File: src/rtl/mbx_pkg.sv
package mbx_pkg;
   localparam int PULSE_W = 3;
   localparam int PB_SKIP = 0;
   localparam int PB_CLR  = 1;
   localparam int PB_LOAD = 2;

   typedef struct packed {
      logic test;
      logic clr;
      logic load;
   } mbx_cmd_t;
endpackage

File: src/rtl/mbx_cmd_decode.sv
module mbx_cmd_decode
   import mbx_pkg::*;
#(
   parameter int DEV_W    = 6,
   parameter int DEV_CODE = 6'o60
) (
   input  logic               valid_i,
   input  logic [DEV_W-1:0]   dev_i,
   input  logic [PULSE_W-1:0] pulse_i,
   output mbx_cmd_t           cmd_o
);
   localparam logic [DEV_W-1:0] MY_CODE = DEV_W'(DEV_CODE);

   logic hit;

   always_comb begin
      hit        = valid_i && (dev_i == MY_CODE);
      cmd_o.test = hit && pulse_i[PB_SKIP];
      cmd_o.clr  = hit && pulse_i[PB_CLR];
      cmd_o.load = hit && pulse_i[PB_LOAD];
   end
endmodule

File: src/rtl/mbx_ack_flag.sv
module mbx_ack_flag (
   input  logic clk,
   input  logic rst_n,
   input  logic set_i,
   input  logic clr_i,
   output logic ack_o
);
   always_ff @(posedge clk or negedge rst_n) begin
      if (!rst_n)
         ack_o <= 1'b1;
      else if (set_i)
         ack_o <= 1'b1;
      else if (clr_i)
         ack_o <= 1'b0;
   end

   p_peer_sets_r6: assert property (@(posedge clk) disable iff (!rst_n)
      set_i |=> ack_o);
   p_clear_r3: assert property (@(posedge clk) disable iff (!rst_n)
      (clr_i && !set_i) |=> !ack_o);
   p_hold_r9: assert property (@(posedge clk) disable iff (!rst_n)
      (!clr_i && !set_i) |=> $stable(ack_o));
endmodule

File: src/rtl/mbx_ptr_reg.sv
module mbx_ptr_reg #(
   parameter int WORD_W = 18,
   parameter int ADDR_W = 17
) (
   input  logic              clk,
   input  logic              rst_n,
   input  logic              load_i,
   input  logic [WORD_W-1:0] acc_i,
   output logic [WORD_W-1:0] ptr_o,
   output logic              new_o
);
   logic [WORD_W-1:0] keep_mask;

   generate
      if (ADDR_W < WORD_W) begin : g_narrow
         assign keep_mask = {{(WORD_W-ADDR_W){1'b0}}, {ADDR_W{1'b1}}};
      end else begin : g_full
         assign keep_mask = {WORD_W{1'b1}};
      end
   endgenerate

   always_ff @(posedge clk or negedge rst_n) begin
      if (!rst_n) begin
         ptr_o <= '0;
         new_o <= 1'b0;
      end else begin
         new_o <= load_i;
         if (load_i)
            ptr_o <= acc_i & keep_mask;
      end
   end

   p_load_value_r4: assert property (@(posedge clk) disable iff (!rst_n)
      load_i |=> (ptr_o[ADDR_W-1:0] == $past(acc_i[ADDR_W-1:0])));
   p_notice_after_load_r5: assert property (@(posedge clk) disable iff (!rst_n)
      load_i |=> new_o);
   p_notice_single_r5: assert property (@(posedge clk) disable iff (!rst_n)
      !load_i |=> !new_o);
   p_ptr_holds_r10: assert property (@(posedge clk) disable iff (!rst_n)
      !load_i |=> $stable(ptr_o));
endmodule

File: src/rtl/tcb_mailbox.sv
module tcb_mailbox
   import mbx_pkg::*;
#(
   parameter int WORD_W   = 18,
   parameter int ADDR_W   = 17,
   parameter int DEV_W    = 6,
   parameter int DEV_CODE = 6'o60
) (
   input  logic               clk,
   input  logic               rst_n,
   input  logic               iot_valid,
   input  logic [DEV_W-1:0]   iot_dev,
   input  logic [PULSE_W-1:0] iot_pulse,
   input  logic [WORD_W-1:0]  acc_in,
   output logic               skip_out,
   output logic [WORD_W-1:0]  ptr_out,
   output logic               ptr_new,
   input  logic               peer_rd_ack
);
   initial begin
      assert (ADDR_W >= 1 && ADDR_W <= WORD_W)
         else $error("tcb_mailbox: ADDR_W must lie in 1..WORD_W");
      assert (DEV_W >= 1 && DEV_CODE >= 0 && DEV_CODE < (1 << DEV_W))
         else $error("tcb_mailbox: DEV_CODE does not fit DEV_W");
   end

   mbx_cmd_t cmd;
   logic     ack_w;

   mbx_cmd_decode #(.DEV_W(DEV_W), .DEV_CODE(DEV_CODE)) u_dec (
      .valid_i (iot_valid),
      .dev_i   (iot_dev),
      .pulse_i (iot_pulse),
      .cmd_o   (cmd)
   );

   mbx_ack_flag u_ack (
      .clk   (clk),
      .rst_n (rst_n),
      .set_i (peer_rd_ack),
      .clr_i (cmd.clr),
      .ack_o (ack_w)
   );

   mbx_ptr_reg #(.WORD_W(WORD_W), .ADDR_W(ADDR_W)) u_ptr (
      .clk    (clk),
      .rst_n  (rst_n),
      .load_i (cmd.load),
      .acc_i  (acc_in),
      .ptr_o  (ptr_out),
      .new_o  (ptr_new)
   );

   // skip samples the flag before any clear in the same command
   assign skip_out = cmd.test & ack_w;

   p_skip_needs_ack_r2: assert property (@(posedge clk) disable iff (!rst_n)
      skip_out |-> ack_w);
   p_idle_no_skip_r9: assert property (@(posedge clk) disable iff (!rst_n)
      !iot_valid |-> !skip_out);
   p_set_beats_clear_r7: assert property (@(posedge clk) disable iff (!rst_n)
      (peer_rd_ack && cmd.clr) |=> ack_w);
endmodule

File: config.mk
export PLATFORM = sky130hd
export DESIGN_NAME = tcb_mailbox
export DESIGN_NICKNAME = d
export VERILOG_FILES = /design/src/rtl/mbx_pkg.sv /design/src/rtl/mbx_cmd_decode.sv /design/src/rtl/mbx_ack_flag.sv /design/src/rtl/mbx_ptr_reg.sv /design/src/rtl/tcb_mailbox.sv
export SDC_FILE = /design/constraint.sdc
export NUM_CORES = 1
export LEC_CHECK = 0
export BUFFER_PORTS_ARGS = -buffer_cell sky130_fd_sc_hd__buf_4
export CORE_MARGIN = 2
export CORE_UTILIZATION = 43
export DETAILED_ROUTE_END_ITERATION = 10
export GPL_ROUTABILITY_DRIVEN = 0
export HOLD_SLACK_MARGIN = 0.05
export MAX_ROUTING_LAYER = met4
export PLACE_DENSITY = 0.81
export SYNTH_ARGS = -nofsm -noshare
export SYNTH_HDL_FRONTEND = slang
export SYNTH_SLANG_ARGS = --single-unit
File: constraint.sdc
create_clock -name clk -period 2.15 [get_ports clk]
set_clock_uncertainty 0.1 [all_clocks]
set_input_delay 0.215 -clock clk [delete_from_list [all_inputs] [get_ports clk]]
set_output_delay 0.215 -clock clk [all_outputs]
set_load 0.01 [all_outputs]
==> results.sh, run 1 <==
export IMPL_status="finished, final reports clean"
export IMPL_hold_class="input pin to flop"
export IMPL_fin_setup_tns_ns=0
export IMPL_p_per_area_nw_per_um2=536
export IMPL_core_region_area_um2=1730
export IMPL_io_buffers=48
export IMPL_hold_viol=0
export IMPL_holdWs_ns=0.0628
export IMPL_placed_cells=119
export IMPL_fin_crit_ns=1.53
export IMPL_ys_seq_area_share_pct=60.0
export IMPL_die_x_um=47.0
export IMPL_critPathSlowestCell="nor4bb_1"
export IMPL_synth_adder_area_share_pct=0
export IMPL_grt_pass1_vias=607
export IMPL_cp_max_fo=2
export IMPL_min_period_over_period_pct=71.3
export IMPL_grt_max_degree=20
export IMPL_critPathMaxStageDelay_ns=0.34
export IMPL_post_route_util_pct=79.4
export IMPL_crit_top_cell="buf_4"
export IMPL_die_height_um=47.0
export IMPL_die_area_um2=2210
export IMPL_grt_total_usage_pct=18.5
export IMPL_crit_chain="buf_4 -> nor4bb_1 -> and3_2 -> and3_1 -> buf_4"
export IMPL_r2r_end="u_ack.ack_o"
export IMPL_drtIter0Drc=2
export IMPL_clock_latency_ns=0.28
export IMPL_fin_cells=142
export IMPL_initial_utilization_pct=46.0
export IMPL_drive_above_1_share_pct=60.7
export IMPL_ys_ff_latch=19
export IMPL_syn_area_per_cell_um2=16.6
export IMPL_finalSetupViolCount=0
export IMPL_diodes=0
export IMPL_routed_wl_mm=1.85
export IMPL_synthMuxAreaShare_pct=28.3
export IMPL_whs_path_depth=2
export IMPL_cts_sinks=19
export IMPL_htree_levels=1
export IMPL_vias=630
export IMPL_grt_overflow=0
export IMPL_dr_pass1_iters=3
export IMPL_synth_compound_area_share_pct=0.787
export IMPL_drc=0
export IMPL_detail_route_vias_per_cell=4.44
export IMPL_ir_drop_uv=330
export IMPL_yosys_area_top_type_share_pct=56.7
export IMPL_max_freq_ghz=0.652
export IMPL_synthXorXnorAreaFrac_pct=0
export IMPL_r2r_start="u_ack.ack_o"
export IMPL_syn_to_final_growth_pct=72.6
export IMPL_worstHoldStart="acc_in[9]"
export IMPL_synth_cell_types=15
export IMPL_syn_inst=48
export IMPL_clock_path_buffers=2
export IMPL_cts_buffers=3
export IMPL_critical_path_class="input pin to primary output"
export IMPL_wl_per_cell_um=13.0
export IMPL_rsz0062_at_grt="no"
export IMPL_post_cts_buffers=0
export IMPL_root_buffer="clkbuf_4"
export IMPL_grt_pass1_wl_mm=2.73
export IMPL_antenna_left=0
export IMPL_netlist_area_um2=795
export IMPL_yosysWarnings=0
export IMPL_yosysTopAreaCell="dfrtp_1"
export IMPL_p_leak_nw=0.723
export IMPL_cts_tree="yes"
export IMPL_synth_area_leaders="dfrtp_1 (57%), mux2_4 (17%), mux2_2 (11%), dfstp_2 (3.3%), buf_12 (2.5%)"
export IMPL_synth_fp_nets=79
export IMPL_synth_simple_area_share_pct=5.04
export IMPL_finalMaxSlewViolations=0
export IMPL_nets=149
export IMPL_startpoint_type="input pin"
export IMPL_clk_pin_slew_ns=0.10
export IMPL_r2r_cells=3
export IMPL_rows=15
export IMPL_hold_end="u_ptr.ptr_o[9]"
export IMPL_pin_count=51
export IMPL_crit_required_ns=1.84
export IMPL_antenna_found_initial=0
export IMPL_drv_cap=0
export IMPL_r2r_slack_ns=0.73
export IMPL_synth_top_family_by_area="multiplexers"
export IMPL_worstPathArrival_ns=1.22
export IMPL_end_kind="primary output"
worst max path at each step:
stage	from	end	slack (ns)
floorplan	iot_dev[1]	u_ptr.ptr_o[0]	0.65
global placement	iot_dev[1]	u_ptr.ptr_o[12]	0.44
detailed placement	iot_dev[1]	u_ptr.ptr_o[9]	0.38
CTS	iot_dev[1]	skip_out	0.64
global route	iot_dev[1]	skip_out	0.54
finish	iot_dev[1]	skip_out	0.62
kinds of logic after synthesis:
| family | Yosys count |
|---|---|
| other cells | 1 |
| flops | 19 |
| mux | 17 |
| compound gates | 1 |
| simple gates | 6 |
| buf+inv | 4 |
power by group:
group,internal [mW],switching [mW]
clock,0.0719,0.101
sequential,0.383,0.0138
combinational,0.113,0.0514
layout by cell type (no fill, tap or decap), drive strengths merged:
master       instances
and4                 1
inv                  1
a31oi                1
and3                 2
clkbuf               4
dfstp                1
mux2                17
nor2                 2
nor4bb               1
dfrtp               18
dlygate4sd3         19
buf                 49
conb                 1
area by class of cell:
cell class                 instances  area [µm²]
timing repair buffer              68         558
sequential                        19         477
tap                               25        31.3
clock buffer                       4        26.3
inverter                           1        3.75
fill                             113         355
multi-input combinational         25         275
timing repair:
action / 4_1_cts / 5_1_grt
hold endpoints to repair: 29 / 7
hold buffers: 12 / 7
resized for setup: 0 / 0
layer usage:
metal | wire length, µm | share of wire, % | track usage, % | vias up
met5 | 0 | 0 | - | -
met2 | 1050 | 57 | 32.3 | 18
met4 | 17 | 0.92 | 6.67 | 0
met1 | 706 | 38 | 20.8 | 305
met3 | 78 | 4.2 | 3.46 | 2
li1 | - | - | - | 305
sequential cells by signal (all words and copies together) (netlist names):
signal	cells
u_ack.ack_o	1
u_ptr.new_o	1
u_ptr.ptr_o	17
Yosys cell counts:
cell type / count
conb_1: 1
a31oi_1: 1
buf_6: 1
nor4bb_1: 1
buf_12: 1
mux2_4: 9
inv_1: 1
and4_1: 1
and3_1: 1
and3_2: 1
buf_4: 1
dfstp_2: 1
dfrtp_1: 18
mux2_2: 8
nor2_1: 2
critical path: cells and delay by family:
kind / cells / cell delay [ns]
and+or+nand+nor: 3 / 0.77
buffers and inverters: 2 / 0.23
through the flow:
stage	setup WS [ns]	instance area, µm²	power, mW
3_5_place_dp	0.381	1150	0.543
3_3_place_gp	0.443	1150	0.539
2_1_floorplan	0.654	795	0.452
5_1_grt	0.538	1370	0.779
4_1_cts	0.642	1300	0.735
6_report	0.617	1370	0.735
No activity file was read; power rests on OpenSTA's default activity.
==> run 2, diff against run 1 <==
--- a/config.mk
+++ b/config.mk
@@ -7,12 +7,12 @@
 export LEC_CHECK = 0
 export BUFFER_PORTS_ARGS = -buffer_cell sky130_fd_sc_hd__buf_4
 export CORE_MARGIN = 2
-export CORE_UTILIZATION = 43
+export CORE_UTILIZATION = 36
 export DETAILED_ROUTE_END_ITERATION = 10
 export GPL_ROUTABILITY_DRIVEN = 0
 export HOLD_SLACK_MARGIN = 0.05
 export MAX_ROUTING_LAYER = met4
-export PLACE_DENSITY = 0.81
+export PLACE_DENSITY = 0.73
 export SYNTH_ARGS = -nofsm -noshare
 export SYNTH_HDL_FRONTEND = slang
 export SYNTH_SLANG_ARGS = --single-unit
==> constraint.sdc (replaced) <==
create_clock -name clk -period 1.4 [get_ports clk]
set_clock_uncertainty 0.1 [all_clocks]
set_input_delay 0.14 -clock clk [delete_from_list [all_inputs] [get_ports clk]]
set_output_delay 0.14 -clock clk [all_outputs]
set_load 0.01 [all_outputs]
==> run 2 against run 1 <==
Against the previous run: setup slack got worse by 0.54 ns; combinational power increased by 55%; die area grew 18%; sequential share of layout area is 0.65 points lower; non-clock buffer count rose by 1; first-iteration DRC count is 100% lower; critical path depth decreased by 3; sequential power increased by 54%; core utilization fell by 14 points; final area up 1.9%; critical path type is now flop to primary output; largest cell class unchanged.
==> results.sh, run 2 (synthesis gave the netlist of run 1 again) <==
export IMPL_cp_max_fo=2
export IMPL_status="finished, final reports clean"
export IMPL_rows=17
export IMPL_initial_utilization_pct=37.0
export IMPL_htree_levels=1
export IMPL_layout_commonest_cell="buf_4"
export IMPL_ctsResizeCount=0
export IMPL_regMostFlops="u_ptr.ptr_o"
export IMPL_cts_buffers=3
export IMPL_postCtsHoldBufs=20
export IMPL_grt_max_degree=20
export IMPL_die_x_um=51.0
export IMPL_max_freq_ghz=0.758
export IMPL_hold_viol=0
export IMPL_die_area_um2=2600
export IMPL_cts_tree="yes"
export IMPL_grt_overflow=0
export IMPL_antenna_left=0
export IMPL_largest_reg_flops=17
export IMPL_fin_setup_tns_ns=0
export IMPL_syn_to_final_growth_pct=75.9
export IMPL_clock_latency_ns=0.28
export IMPL_rsz0062_at_grt="no"
export IMPL_drv_cap=0
export IMPL_fillCellCount=172
export IMPL_io_buffers=48
export IMPL_grt_pass1_vias=714
export IMPL_startpoint_type="flop"
export IMPL_clk_pin_slew_ns=0.09
export IMPL_cp_startpoint="u_ack.ack_o"
export IMPL_diodes=0
export IMPL_reg_largest_list="u_ptr.ptr_o (17), u_ack.ack_o (1), u_ptr.new_o (1)"
export IMPL_post_route_util_pct=65.1
export IMPL_finalMaxSlewViolations=0
export IMPL_die_height_um=51.0
export IMPL_worstHoldStart="iot_valid"
export IMPL_fin_crit_ns=1.32
export IMPL_grt_pass1_wl_mm=3.02
export IMPL_p_leak_nw=0.733
export IMPL_min_period_over_period_pct=94.2
export IMPL_pin_count=51
export IMPL_dr_pass1_iters=1
export IMPL_drc=0
export IMPL_finalSetupViolCount=0
export IMPL_post_cts_buffers=0
export IMPL_nets=150
export IMPL_root_buffer="clkbuf_4"
export IMPL_ir_drop_uv=570
export IMPL_detail_route_vias_per_cell=4.43
export IMPL_antenna_found_initial=0
export IMPL_worstPathArrival_ns=1.08
export IMPL_grt_total_usage_pct=16.1
export IMPL_drtIter0Drc=0
export IMPL_hold_class="input pin to flop"
export IMPL_fin_cells=146
export IMPL_cts_sinks=19
export IMPL_drive_above_1_share_pct=60.2
export IMPL_critical_path_class="flop to primary output"
export IMPL_final_cell_mix="buf_4 (48), dlygate4sd3_1 (20), dfrtp_1 (18), mux2_4 (9), mux2_2 (8)"
export IMPL_placed_cells=122
export IMPL_clock_path_buffers=2
export IMPL_core_region_area_um2=2150
export IMPL_end_kind="primary output"
export IMPL_routed_wl_mm=1.75
export IMPL_p_per_area_nw_per_um2=806
export IMPL_vias=647
export IMPL_crit_required_ns=1.16
export IMPL_wl_per_cell_um=12.0
export IMPL_r2r_start="u_ptr.ptr_o[5]"
-- run 2: changes by cell type in the layout (fill, tap and decap cells not counted), sizes merged --
cell,before,now
dlygate4sd3,19,20
-- run 2: final timing paths --
path | endpoint | slack (ns) | cells past startpoint
max | skip_out | 0.08 | 2
min | u_ack.ack_o | 0.08 | 3
max reg2reg | u_ptr.ptr_o[5] | 0.52 | 1
min reg2reg | u_ack.ack_o | 0.39 | 2
max in group asynchronous | u_ack.ack_o | 0.79 | 2
min in group asynchronous | u_ptr.ptr_o[5] | 0.15 | 2
-- run 2: layout make-up --
| type | instances | area [µm²] | area share [%] |
|---|---|---|---|
| clock buffer | 4 | 26.3 | 1.88 |
| inverter | 1 | 3.75 | 0.269 |
| multi-input combinational | 25 | 275 | 19.7 |
| sequential | 19 | 477 | 34.1 |
| tap | 28 | 35.0 | 2.51 |
| timing repair buffer | 69 | 581 | 41.5 |
-- run 2: through the flow --
stage / setup WS (ns) / hold WS, ns / power, mW / instance area, µm²
2_1_floorplan: -0.0148 / -0.256 / 0.694 / 795
3_3_place_gp: -0.141 / -0.0766 / 0.830 / 1170
3_5_place_dp: -0.171 / -0.0759 / 0.835 / 1170
4_1_cts: 0.0542 / 0.0649 / 1.14 / 1400
5_1_grt: 0.0284 / 0.0813 / 1.20 / 1400
6_report: 0.0808 / 0.0799 / 1.13 / 1400
-- run 2: worst max-delay path: stages (launching register included) --
cell and delay, ns:
dfstp_2 0.54, and3_1 0.15, buf_4 0.12
-- run 2: report_power, final --
group	internal (mW)	total [mW]	switching (mW)
sequential	0.589	0.613	0.0239
combinational	0.178	0.256	0.0780
clock	0.110	0.257	0.147
total	0.877	1.13	0.249
-- run 2: per-layer routing --
layer  vias up  global-route usage (%)  part of all wire, %
met1       304                    17.7                   41
li1        307                       -                    -
met4         0                    5.41                    0
met3         0                    2.92                  7.1
met2        36                    29.0                   52
met5         -                       -                    0
